## src/rtl/irq_trig_pkg.sv

```systemverilog
package irq_trig_pkg;

    localparam int STORE_W = 64;
    localparam int STORE_BYTES = STORE_W / 8;

    typedef enum logic [1:0] {
        ST_IDLE = 2'd0,
        ST_REQ  = 2'd1,
        ST_WAIT = 2'd2
    } trig_state_e;

    typedef struct packed {
        logic [STORE_W-1:0] addr;
        logic [STORE_W-1:0] value;
    } trig_cmd_t;

endpackage

```

## src/rtl/irq_trig_compose.sv

```systemverilog
module irq_trig_compose
    import irq_trig_pkg::*;
#(
    parameter int SRC_W = 16,
    parameter int IDX_W = 32,
    parameter int CTL_W = 32,
    parameter int MODE_BIT = 0,
    parameter int PG_BIT = 0,
    parameter int CHK_BIT = 31,
    parameter int SHIFT_SMALL = 12,
    parameter int SHIFT_LARGE = 16,
    parameter logic [STORE_W-1:0] INJECT_OFS = 64'h800
) (
    input  logic [SRC_W-1:0]   src,
    input  logic               chk,
    input  logic [STORE_W-1:0] notify_addr,
    input  logic [IDX_W-1:0]   base_idx,
    input  logic [CTL_W-1:0]   ctl,
    output trig_cmd_t          cmd
);

    localparam logic [STORE_W-1:0] PG_MASK   = STORE_W'(1) << PG_BIT;
    localparam logic [STORE_W-1:0] CHK_FLAG  = STORE_W'(1) << CHK_BIT;
    localparam logic [STORE_W-1:0] MGMT_SM   = STORE_W'(1) << SHIFT_SMALL;
    localparam logic [STORE_W-1:0] MGMT_LG   = STORE_W'(1) << SHIFT_LARGE;

    logic               page_mode;
    logic               large_page;
    logic [STORE_W-1:0] src_wide;
    logic [STORE_W-1:0] pair_ofs;
    logic [STORE_W-1:0] page_addr;
    logic [STORE_W-1:0] port_value;

    always_comb begin
        page_mode  = ctl[MODE_BIT];
        large_page = notify_addr[PG_BIT];
        src_wide   = STORE_W'(src);

        // Each source owns a pair of pages; the upper one is the management page.
        if (large_page) begin
            pair_ofs = (src_wide << (SHIFT_LARGE + 1)) | MGMT_LG;
        end else begin
            pair_ofs = (src_wide << (SHIFT_SMALL + 1)) | MGMT_SM;
        end

        page_addr = (notify_addr & ~PG_MASK) | pair_ofs;
        if (chk) begin
            page_addr = page_addr | INJECT_OFS;
        end

        port_value = STORE_W'(base_idx) | src_wide;
        if (chk) begin
            port_value = port_value | CHK_FLAG;
        end

        if (page_mode) begin
            cmd.addr  = page_addr;
            cmd.value = '0;
        end else begin
            cmd.addr  = notify_addr;
            cmd.value = port_value;
        end
    end

endmodule

```

## src/rtl/irq_trig_bswap.sv

```systemverilog
module irq_trig_bswap
    import irq_trig_pkg::*;
#(
    parameter int NBYTES = STORE_BYTES
) (
    input  logic [NBYTES*8-1:0] din,
    output logic [NBYTES*8-1:0] dout
);

    for (genvar b = 0; b < NBYTES; b++) begin : g_lane
        assign dout[(NBYTES-1-b)*8 +: 8] = din[b*8 +: 8];
    end

endmodule

```

## src/rtl/irq_trig_errlog.sv

```systemverilog
module irq_trig_errlog
    import irq_trig_pkg::*;
#(
    parameter int CNT_W = 8
) (
    input  logic               clk,
    input  logic               rst_n,
    input  logic               rsp_fire,
    input  logic               rsp_err,
    input  logic [STORE_W-1:0] cur_addr,
    output logic               sticky,
    output logic [CNT_W-1:0]   count,
    output logic [STORE_W-1:0] fail_addr
);

    localparam logic [CNT_W-1:0] CNT_MAX = '1;

    logic fail_hit;

    assign fail_hit = rsp_fire && rsp_err;

    always_ff @(posedge clk or negedge rst_n) begin
        if (!rst_n) begin
            sticky    <= 1'b0;
            count     <= '0;
            fail_addr <= '0;
        end else if (fail_hit) begin
            sticky    <= 1'b1;
            fail_addr <= cur_addr;
            if (count != CNT_MAX) begin
                count <= count + 1'b1;
            end
        end
    end

endmodule

```

## src/rtl/irq_trig_store.sv

```systemverilog
module irq_trig_store
    import irq_trig_pkg::*;
#(
    parameter int SRC_W = 16,
    parameter int IDX_W = 32,
    parameter int CTL_W = 32,
    parameter int CNT_W = 8,
    parameter int MODE_BIT = 0,
    parameter int PG_BIT = 0,
    parameter int CHK_BIT = 31,
    parameter logic [63:0] INJECT_OFS = 64'h800
) (
    input  logic             clk,
    input  logic             rst_n,
    input  logic             ev_valid,
    output logic             ev_ready,
    input  logic [SRC_W-1:0] ev_src,
    input  logic             ev_chk,
    input  logic [63:0]      cfg_notify_addr,
    input  logic [IDX_W-1:0] cfg_base_idx,
    input  logic [CTL_W-1:0] cfg_ctl,
    output logic             wr_valid,
    input  logic             wr_ready,
    output logic [63:0]      wr_addr,
    output logic [63:0]      wr_data,
    input  logic             rsp_valid,
    input  logic             rsp_err,
    output logic             err_sticky,
    output logic [CNT_W-1:0] err_count,
    output logic [63:0]      err_addr
);

    trig_state_e state_q, state_d;
    trig_cmd_t   cmd_new, cmd_q;
    logic        accept;
    logic        rsp_fire;

    irq_trig_compose #(
        .SRC_W(SRC_W), .IDX_W(IDX_W), .CTL_W(CTL_W),
        .MODE_BIT(MODE_BIT), .PG_BIT(PG_BIT), .CHK_BIT(CHK_BIT),
        .SHIFT_SMALL(12), .SHIFT_LARGE(16), .INJECT_OFS(INJECT_OFS)
    ) u_compose (
        .src(ev_src),
        .chk(ev_chk),
        .notify_addr(cfg_notify_addr),
        .base_idx(cfg_base_idx),
        .ctl(cfg_ctl),
        .cmd(cmd_new)
    );

    assign accept   = (state_q == ST_IDLE) && ev_valid;
    assign rsp_fire = (state_q == ST_WAIT) && rsp_valid;

    always_ff @(posedge clk or negedge rst_n) begin
        if (!rst_n) begin
            state_q <= ST_IDLE;
        end else begin
            state_q <= state_d;
        end
    end

    always_ff @(posedge clk or negedge rst_n) begin
        if (!rst_n) begin
            cmd_q <= '0;
        end else if (accept) begin
            cmd_q <= cmd_new;
        end
    end

    always_comb begin
        state_d = state_q;
        unique case (state_q)
            ST_IDLE: if (ev_valid)  state_d = ST_REQ;
            ST_REQ:  if (wr_ready)  state_d = ST_WAIT;
            ST_WAIT: if (rsp_valid) state_d = ST_IDLE;
            default:                state_d = ST_IDLE;
        endcase
    end

    always_comb begin
        ev_ready = 1'b0;
        wr_valid = 1'b0;
        unique case (state_q)
            ST_IDLE: ev_ready = 1'b1;
            ST_REQ:  wr_valid = 1'b1;
            ST_WAIT: ;
            default: ;
        endcase
    end

    assign wr_addr = cmd_q.addr;

    irq_trig_bswap #(.NBYTES(STORE_BYTES)) u_bswap (
        .din(cmd_q.value),
        .dout(wr_data)
    );

    irq_trig_errlog #(.CNT_W(CNT_W)) u_errlog (
        .clk(clk),
        .rst_n(rst_n),
        .rsp_fire(rsp_fire),
        .rsp_err(rsp_err),
        .cur_addr(cmd_q.addr),
        .sticky(err_sticky),
        .count(err_count),
        .fail_addr(err_addr)
    );

endmodule

```

## config.mk

```make
export PLATFORM = sky130hd
export DESIGN_NAME = irq_trig_store
export DESIGN_NICKNAME = d
export VERILOG_FILES = /design/src/rtl/irq_trig_pkg.sv /design/src/rtl/irq_trig_compose.sv /design/src/rtl/irq_trig_bswap.sv /design/src/rtl/irq_trig_errlog.sv /design/src/rtl/irq_trig_store.sv
export SDC_FILE = /design/constraint.sdc
export NUM_CORES = 1
export LEC_CHECK = 0
export BUFFER_PORTS_ARGS = -buffer_cell sky130_fd_sc_hd__buf_2
export CORE_MARGIN = 5
export CORE_UTILIZATION = 36
export CTS_CLUSTER_DIAMETER = 120
export DETAILED_ROUTE_END_ITERATION = 10
export PLACE_DENSITY = 0.73
export SKIP_CTS_REPAIR_TIMING = 1
export SYNTH_ARGS = -nofsm -noshare
export SYNTH_HDL_FRONTEND = slang
export SYNTH_SLANG_ARGS = --single-unit
```

## constraint.sdc

```tcl
create_clock -name clk -period 2 [get_ports clk]
set_input_delay 0.3 -clock clk [delete_from_list [all_inputs] [get_ports clk]]
set_output_delay 0.3 -clock clk [all_outputs]
set_load 0.01 [all_outputs]
```

# Yosys cells after proc, flatten, opt, wreduce, memory -nomap -nowiden
# Index checks and enable logic that the tools add are counted.
# classes
addsub,1
n_eq_ne,6
mux,10
bitwise_logic,2
n_reduce_logical,6
# ops
op,n
128-bit 2-to-1 mux,1
64-bit by 33-bit OR with 64-bit output,1
33-bit 2-to-1 mux,1
32-bit 2-to-1 mux,1
32-bit by 16-bit OR with 32-bit output,1
12-bit 2-to-1 mux,1
8-bit by 1-bit adder with 8-bit output (second input constant),1
8-bit != test (second input constant),1
2-bit 2-to-1 mux,3
2-bit != test (second input constant),3
2-bit case mux with 3 select lines,1
1-bit logical AND,3
3-bit AND reduction,1
2-bit by 1-bit == test with 1-bit output (second input constant),1
2-bit == test (second input constant),1
2-bit logical NOT,1
1-bit 2-to-1 mux,2
2-bit AND reduction,1
# totals
register_bits,203
inputBits,151
out_inout_bits,203

# Depth between registers and ports, before layout
# Gate-level depths: netlist of run 1.
# depth
depth_word,4
mapped_depth,6
depth_no_buf,4

# Modules after synthesis
# Synthesis of run 1 repeated with hierarchy kept, for this count alone.
# hier_totals
cells_unflattened,752
area_unflattened_um2,9930.8
# by_module_without_submodules
mod,instances,cells_per_inst,area_each_um2
irq_trig_store,1,346,5398.9
irq_trig_errlog,1,174,2899.0
irq_trig_compose,1,168,1152.4
irq_trig_bswap,1,64,480.5

# Worst setup path after synthesis of run 1
# Ideal clock, no wire load.
# synth_timing
path_kind,flip-flop to flip-flop
startpoint,reg u_errlog.count[0]
endpoint,reg u_errlog.count[1]
setup_time_ns,0.125
arrival_time_ns,1.363
required_ns,1.875
slack_ns,0.512
path_stages_with_launch,5
path_buffers,0
synth_period_minus_slack_ns,1.488
path_cell_list,dfrtp_1 ha_1 nand3_1 o21ai_1 mux2_2
# synth_between
elab_chain_cells,2
elab_cells_between_ends,3
# synth_rtl
element,line_no,source
"start, declared",irq_trig_errlog.sv:12,"output logic [CNT_W-1:0] count,"
"start signal, assigned",irq_trig_errlog.sv:31,count <= count + 1'b1;
branches (longest 2 deep; another with 8-bit by 1-bit adder with 8-bit output),n/a,
# Parallel ways; which one is timed is not known.
# A chain may end at the register's enable or synchronous reset.

# Worst setup path after layout of run 1
# layout_timing
startpoint,reg state_q[0]
endpoint,reg u_errlog.count[7]
# layout_between
elab_chain_cells,4
# layout_rtl
element,line_no,source
"start, declared",irq_trig_store.sv:33,"trig_state_e state_q, state_d;"
"start signal, assigned",irq_trig_store.sv:58,state_q <= state_d;
2-bit == test,irq_trig_store.sv:52,assign rsp_fire = (state_q == ST_WAIT) && rsp_valid;
1-bit logical AND,irq_trig_store.sv:52,
1-bit logical AND,irq_trig_errlog.sv:20,assign fail_hit = rsp_fire && rsp_err;
2-bit AND reduction (no line),n/a,
# No other way between the ends.

==> flow_summary.yaml, run 1 <==
synthesis:
  seq_area_frac_synth_pct: 59.3
  postSynthCellCount: 782
  ys_ff_latch: 171
  synth.avg_cell_area_um2: 9.23
  async_flop_share_pct: 100
  ys_types: 32
  ys_warn_count: 0
  netlist_area_um2: 7220
  synth_edf_count: 0
  ys.flop_type: "dfrtp_1"
min_path:
  hp-class: "in2reg"
final_layout:
  fin_util_pct: 48.1
  mostFrequentLayoutCell: "nand2_1"
  area_growth_pct: 30.7
  fill_cells: 1879
  drive_gt1_share_pct: 33.6
  mostFrequentLayoutCells: "nand2_1, buf_2, dfrtp_1"
  fin_area_um2: 9430
  finalNetCount: 1215
routing:
  viasPerCell: 4.65
  drt_iter0_drc: 223
  wl_um: 21500
  vias: 6242
  postRouteAntennaNets: 0
  dr.pass1.iters: 6
  wl_per_cell_um: 16.0
  drc: 0
placed_design:
  dpl.hpwl_um: 16000
  dpl_cell_area_um2: 8810
  place_congestion: 0.859
  io_buffer_count: 290
  dp_worst_setup_slack_ps: 413
critical_path:
  path_max_fanout: 7
  worst_setup_path_start_kind: "flop"
  cpPeakStageDelay_ps: 460
  slowest_stage: "dfrtp_1"
  path_cells: "nand4b_1, nor3_1, mux2_2"
  crit_family: "simple AND/OR/NAND/NOR gates"
  end_kind: "flop"
  criticalPathCategory: "reg2reg"
  cp.required_ps: 2300
  worstPathArrival_ps: 1900
  path_buf_inv: 0
pwr:
  peakVddDrop_uv: 780
  cellLeakagePower_nw: 5.32
  p_per_area_nw_per_um2: 1540
clock_tree:
  numCtsBuffers: 17
  cts_tree: "yes"
  root_buffer: "clkbuf_16"
  htree_num_levels: 4
  clkSinkCount: 171
  clk_path_buf_depth: 2
  worstSkewPairLatency_ps: 420
  clkSlewWorstSetupHoldPaths_ps: 80
die:
  die_area_um2: 23000
  die_h_um: 152
  core_area_um2: 19600
  die_w_um: 152
  rows: 51
  start_util_pct: 36.8
  pin_count: 354
global_routing:
  grt_usage_pct: 18.3
  grt_pass1_wl_um: 32800
  grt_pass1_vias: 6231
  antenna_found_initial: 2
  overflow: 0
  grt_start_max_net_pins: 103
timing:
  finClkSkew_ps: 15.2
  slew_violations: 0
  fin_tns_setup_ps: 0
  grt_setup_unrepaired: "false"
  min_period_ps: 1600
  fin_crit_sh_pct: 79.9
  setup_viol: 0
  hold_viol_final: 0
  setup_slack_ps: 403
  finalHoldWorstSlack_ps: 68.7
  fmax_mhz: 626
run:
  drv_cap: 0
run_status:
  status: "completed"
power by group:
part / internal (mW) / switching (mW)
clock network: 1.79 / 1.55
registers: 5.03 / 1.04
logic: 2.03 / 3.10
total: 8.85 / 5.69
Yosys cell counts (4+ instances only):
cell type  number  area [um2]
nand3b_1       16         120
mux2_2         17         191
clkbuf_1       16        60.1
o31ai_1        14         105
buf_2          16        80.1
buf_6          11         124
buf_4          33         248
o21ai_0        25         125
nand2b_1        4        25.0
nand2_1       391        1470
a31oi_1         4        25.0
dfrtp_1       171        4280
nor2_1         20        75.1
a21oi_1        17        85.1
logic make-up after synthesis:
kind of cell             Yosys count  synth area share, %
AND/OR/NAND/NOR                  444                 24.6
flip-flops                       171                 59.3
adder cells (fa/ha/maj)            1                0.173
XOR/XNOR                           2                0.243
multiplexers                      17                 2.65
other                              1               0.0520
AO/OA/AOI/OAI                     67                 5.69
buffers and inverters             79                 7.25
final cells by class:
type,instances,area [um2],share of cell area [%]
flip-flops and latches,171,4280,45.4
clock inverters,15,175,1.86
repair buffers,307,1660,17.6
inverters,3,11.3,0.119
diodes,1,2.50,0.0265
multi-input cells,563,2540,26.9
well taps,265,332,3.52
clock buffers,17,425,4.51
metal layers:
metal / GRT usage, % / part of all wire [%] / vias to the layer above
met5: 0 / 0.051 / -
met4: 5.66 / 2.2 / 2
met3: 5.56 / 9.6 / 31
met2: 30.7 / 48 / 273
met1: 22.9 / 40 / 2952
li1: - / - / 2984
flip-flops by register name, summed over array words and instances (netlist names):
| register | count |
|---|---|
| u_errlog.fail_addr | 64 |
| state_q | 2 |
| wr_addr | 64 |
| u_errlog.count | 8 |
| u_errlog.sticky | 1 |
| cmd_q | 32 |
through the flow:
stage	instances	total power [mW]
finish	1342	14.5
global route	1342	15.6
CTS	1340	14.7
detailed placement	1308	11.3
global placement	1308	11.2
floorplan	813	8.85
final timing paths:
check | from | end | slack, ps | depth (start not counted)
worst min register to register | cmd_q[27]$_DFFE_PN0P_ | cmd_q[27]$_DFFE_PN0P_ | 470 | 2
worst max register to register | state_q[0]$_DFFE_PN0P_ | u_errlog.count[7]$_DFFE_PN0P_ | 400 | 3
worst max-delay path | state_q[0]$_DFFE_PN0P_ | u_errlog.count[7]$_DFFE_PN0P_ | 400 | 3
max in group asynchronous | rst_n | wr_addr[41]$_DFFE_PN0P_ | 980 | 3
worst min-delay path | cfg_notify_addr[33] | wr_addr[33]$_DFFE_PN0P_ | 70 | 3
min in group asynchronous | rst_n | wr_addr[58]$_DFFE_PN0P_ | 390 | 2
worst register-to-register path: cells and delay by family, from the launching register on:
kind | cells | cell delay, ps
flip-flops | 1 | 460
multiplexers | 1 | 350
AND/OR/NAND/NOR | 2 | 660
Note: power is estimated with default switching activity, not from simulation.
==> run 2: changes to the inputs <==
--- a/config.mk
+++ b/config.mk
@@ -10,7 +10,7 @@
 export CORE_UTILIZATION = 36
 export CTS_CLUSTER_DIAMETER = 120
 export DETAILED_ROUTE_END_ITERATION = 10
-export PLACE_DENSITY = 0.73
+export PLACE_DENSITY = 0.76
 export SKIP_CTS_REPAIR_TIMING = 1
 export SYNTH_ARGS = -nofsm -noshare
 export SYNTH_HDL_FRONTEND = slang
==> constraint.sdc (replaced) <==
create_clock -name clk -period 1.3 [get_ports clk]
set_input_delay 0.195 -clock clk [delete_from_list [all_inputs] [get_ports clk]]
set_output_delay 0.195 -clock clk [all_outputs]
set_load 0.01 [all_outputs]
==> flow_summary.yaml, run 2 (synthesized netlist as in run 1, its figures left out) <==
run:
  drv_cap: 0
pwr:
  cellLeakagePower_nw: 6.04
  p_per_area_nw_per_um2: 2240
  clock_power_share_pct: 21.2
  switching_share_pct: 39.8
  combPwrFrac_pct: 39.6
  seqPwrFrac_pct: 39.3
  peakVddDrop_uv: 1010
  power.total_mw: 24.6
  p_switching_mw: 9.78
  intPower_mw: 14.8
routing:
  dr.pass1.iters: 4
  vias: 6701
  viasPerCell: 4.68
  postRouteAntennaNets: 0
  wl_um: 24500
  drt_iter0_drc: 264
  drc: 0
  wl_per_cell_um: 17.1
die:
  pin_count: 354
  die_area_um2: 23000
  start_util_pct: 36.8
  die_h_um: 152
  die_w_um: 152
  core_area_um2: 19600
  rows: 51
final_layout:
  multi_input_area_um2: 2950
  fin_cells: 1433
  fill_cells: 1700
  mostFrequentLayoutCell: "nand2_1"
  fin_util_pct: 55.9
  finalNetCount: 1307
  antenna_cells: 0
  seqCellArea_um2: 4280
  mostFrequentLayoutCells: "nand2_1, buf_2, dfrtp_1"
  fin_area_um2: 11000
  area_growth_pct: 51.8
  drive_gt1_share_pct: 42.4
run_status:
  failed_checks: "negative hold slack, negative setup slack"
  status: "complete, but fails checks"
clock_tree:
  clkSlewWorstSetupHoldPaths_ps: 70
  clk_path_buf_depth: 2
  worstSkewPairLatency_ps: 420
  root_buffer: "clkbuf_16"
  numCtsBuffers: 17
  clkSinkCount: 171
  cts_tree: "yes"
  htree_num_levels: 4
timing:
  finalHoldWorstSlack_ps: -3.41
  fin_tns_setup_ps: -24240
  fin_crit_sh_pct: 116
  fmax_mhz: 662
  min_period_ps: 1510
  finClkSkew_ps: 12.3
  grt_setup_unrepaired: "true"
  hold_viol_final: 2
  setup_slack_ps: -211
  slew_violations: 0
  setup_viol: 173
global_routing:
  grt_pass1_vias: 6226
  overflow: 0
  grt_start_max_net_pins: 44
  antenna_found_initial: 0
  grt_pass1_wl_um: 32900
  grt_usage_pct: 18.3
placed_design:
  dpl_cell_area_um2: 9120
  dp_cells: 1336
  place_congestion: 0.827
  dpl.hpwl_um: 16300
  dp_worst_setup_slack_ps: -178
  io_buffer_count: 290
min_path:
  hold_depth: 3
  min-delay-start: "cfg_notify_addr[4]"
  hp-class: "in2reg"
  whs_endpoint: "wr_addr[4]$_DFFE_PN0P_"
critical_path:
  regToRegSetupSlack_ps: -210
  cp.required_ps: 1650
  worst_setup_path_start_kind: "flop"
  ff2ff_path_depth: 6
  r2r_end: "u_errlog.fail_addr[45]$_DFFE_PN0P_"
  regToRegStartpoint: "state_q[0]$_DFFE_PN0P_"
  criticalPathCategory: "reg2reg"
  end_kind: "flop"
  worstPathArrival_ps: 1860
  path_max_fanout: 11
## run 2: how the worst max path moves through the flow
stage / startpoint / endpoint / slack (ps) / cells after the start
floorplan: state_q[0]$_DFFE_PN0P_ / cmd_q[5]$_DFFE_PN0P_ / -140 / 6
global placement: state_q[0]$_DFFE_PN0P_ / u_errlog.fail_addr[59]$_DFFE_PN0P_ / -130 / 5
detailed placement: state_q[0]$_DFFE_PN0P_ / cmd_q[12]$_DFFE_PN0P_ / -180 / 3
CTS: state_q[1]$_DFFE_PN0P_ / wr_valid / -260 / 4
global route: state_q[0]$_DFFE_PN0P_ / u_errlog.count[3]$_DFFE_PN0P_ / -280 / 5
finish: state_q[0]$_DFFE_PN0P_ / u_errlog.fail_addr[45]$_DFFE_PN0P_ / -210 / 6
## run 2: final cells by class
| class | count | area share [%] |
|---|---|---|
| clock buffers | 17 | 3.88 |
| clock inverters | 15 | 1.60 |
| inverters | 3 | 0.126 |
| multi-input cells | 564 | 26.9 |
| flip-flops and latches | 171 | 39.1 |
| well taps | 265 | 3.03 |
| repair buffers | 398 | 25.3 |
## run 2: power groups by stage
stage                     Sequential [mW]  Clock (mW)  Combinational [mW]
after floorplan                      10.4           0                3.23
after global placement               9.39           0                8.30
after detailed placement             9.45           0                8.51
after CTS                            9.38        5.35                8.51
after global routing                 9.96        5.57                10.7
final                                9.66        5.20                9.72
## run 2: layer usage
layer	vias up	global-route usage (%)	wire length (um)
met1	3216	23.2	9720
met5	-	0	0
li1	3180	-	-
met2	289	31.0	12300
met3	16	5.59	2130
met4	0	4.18	265
## run 2: worst max-delay path, stage by stage (launching register included)
cell and delay, ps:
dfrtp_1 430, buf_6 160, and4b_4 400, buf_6 170, clkbuf_16 170, nand2_1 60, nand2_1 60
==> run 3: changes to the inputs <==
--- a/config.mk
+++ b/config.mk
@@ -5,6 +5,7 @@
 export SDC_FILE = /design/constraint.sdc
 export NUM_CORES = 1
 export LEC_CHECK = 0
+export ABC_AREA = 1
 export BUFFER_PORTS_ARGS = -buffer_cell sky130_fd_sc_hd__buf_2
 export CORE_MARGIN = 5
 export CORE_UTILIZATION = 36
==> flow_summary.yaml, run 3 <==
timing:
  grt_setup_unrepaired: "true"
  slew_violations: 0
  fin_crit_sh_pct: 106
  hold_viol_final: 3
  min_period_ps: 1380
  setup_slack_ps: -76.4
  setup_viol: 26
  finalHoldWorstSlack_ps: -13.4
  fmax_mhz: 727
  fin_tns_setup_ps: -312
  finClkSkew_ps: 7.95
routing:
  drt_iter0_drc: 256
  drc: 0
  wl_per_cell_um: 15.5
  dr.pass1.iters: 5
  postRouteAntennaNets: 0
  vias: 6496
  wl_um: 22300
  viasPerCell: 4.53
placed_design:
  dp_worst_setup_slack_ps: -35.8
  dp_cells: 1362
  dpl.hpwl_um: 15900
  io_buffer_count: 290
  place_congestion: 0.813
synthesis:
  yosys-top-cells-count: "nand2_1, dfrtp_1, o21ai_0, nor2_1, buf_4"
  synth_area_leaders: "dfrtp_1, nand2_1, o21ai_0"
  netlist_area_um2: 7100
  async_flop_share_pct: 100
  yosysMostFrequentCell: "nand2_1"
  ys.flop_type: "dfrtp_1"
  synth_top_area_share_pct: 60.2
  yosysTopAreaCell: "dfrtp_1"
  seq_area_frac_synth_pct: 60.2
  postSynthCellCount: 819
  synth_edf_count: 0
  ys_types: 25
  ys_ff_latch: 171
  ys_warn_count: 0
  synth.avg_cell_area_um2: 8.67
die:
  core_area_um2: 19500
  die_w_um: 150
  pin_count: 354
  start_util_pct: 36.5
  die_h_um: 150
  die_area_um2: 22600
  rows: 51
final_layout:
  mostFrequentLayoutCells: "nand2_1, buf_2, dfrtp_1"
  fin_cells: 1435
  multi_input_area_um2: 2470
  fin_util_pct: 51.8
  fill_cells: 1760
  seqCellArea_um2: 4280
  drive_gt1_share_pct: 32.9
  area_growth_pct: 41.8
  mostFrequentLayoutCell: "nand2_1"
  antenna_cells: 0
  finalNetCount: 1310
pwr:
  peakVddDrop_uv: 1190
  seqPwrFrac_pct: 40.6
  clock_power_share_pct: 20.3
  cellLeakagePower_nw: 5.49
  combPwrFrac_pct: 39.1
  p_switching_mw: 8.85
  p_per_area_nw_per_um2: 2280
  switching_share_pct: 38.5
  intPower_mw: 14.2
clock_tree:
  root_buffer: "clkbuf_16"
  clkSinkCount: 171
  worstSkewPairLatency_ps: 410
  clk_path_buf_depth: 2
  cts_tree: "yes"
  numCtsBuffers: 17
  htree_num_levels: 4
  clkSlewWorstSetupHoldPaths_ps: 60
critical_path:
  cp.required_ps: 1110
  worst_setup_path_start_kind: "flop"
  end_kind: "primary output"
  path_max_fanout: 3
  criticalPathCategory: "reg2out"
  worstPathArrival_ps: 1180
run_status:
  failed_checks: "negative hold slack, negative setup slack"
  status: "complete, but fails checks"
global_routing:
  grt_usage_pct: 18.5
  grt_start_max_net_pins: 79
  antenna_found_initial: 0
  overflow: 0
  grt_pass1_vias: 6208
  grt_pass1_wl_um: 32700
min_path:
  hp-class: "in2reg"
run:
  drv_cap: 0
## run 3: power groups by stage
| stage | sequential, mW | combinational [mW] | clock [mW] |
|---|---|---|---|
| after global placement | 9.30 | 8.13 | 0 |
| after global routing | 9.68 | 9.91 | 5.02 |
| after CTS | 9.32 | 8.37 | 4.79 |
| final | 9.35 | 8.98 | 4.67 |
| after floorplan | 10.3 | 3.13 | 0 |
| after detailed placement | 9.34 | 8.37 | 0 |
## run 3: cells by family after synthesis
| kind of cell | share of synthesized area [%] |
|---|---|
| AO/OA/AOI/OAI | 7.47 |
| adder cells (fa/ha/maj) | 0.176 |
| other | 0.0528 |
| XOR/XNOR | 0.247 |
| AND/OR/NAND/NOR | 24.1 |
| buffers and inverters | 7.68 |
| flip-flops | 60.2 |
## run 3: cell type report
cell class / instances / area share, %
clock buffer: 22 / 4.71
inverter: 26 / 1.09
sequential: 171 / 42.5
multi-input combinational: 580 / 24.5
tap: 265 / 3.29
clock inverter: 9 / 0.658
timing repair buffer: 362 / 23.2
## run 3: worst paths after layout
path | start | endpoint | slack [ps] | cells after the start
max | state_q[0]$_DFFE_PN0P_ | wr_valid | -80 | 4
min | cfg_notify_addr[62] | wr_addr[62]$_DFFE_PN0P_ | -10 | 3
max reg2reg | state_q[1]$_DFFE_PN0P_ | u_errlog.fail_addr[5]$_DFFE_PN0P_ | -30 | 7
min reg2reg | u_errlog.sticky$_DFFE_PN0P_ | u_errlog.sticky$_DFFE_PN0P_ | 470 | 1
max in group asynchronous | rst_n | cmd_q[31]$_DFFE_PN0P_ | 450 | 3
min in group asynchronous | rst_n | u_errlog.fail_addr[32]$_DFFE_PN0P_ | 240 | 2
## run 3: metrics by stage
stage	area (um2)	total power, mW
after floorplan	7220	13.5
after global placement	8900	17.4
after detailed placement	8900	17.7
after CTS	9440	22.5
after global routing	10100	24.6
final	10100	23.0
## run 3: critical path: stages (launching register included)
cell	delay, ps
dfrtp_1	420
buf_6	140
nand2_4	60
inv_2	40
buf_6	110
## run 3: layer usage
metal / wire [um] / up-vias / GRT usage (%)
li1: - / 3186 / -
met1: 9170 / 3017 / 23.8
met2: 11000 / 258 / 30.8
met3: 1600 / 35 / 4.58
met4: 483 / 0 / 6.18
met5: 0 / - / 0
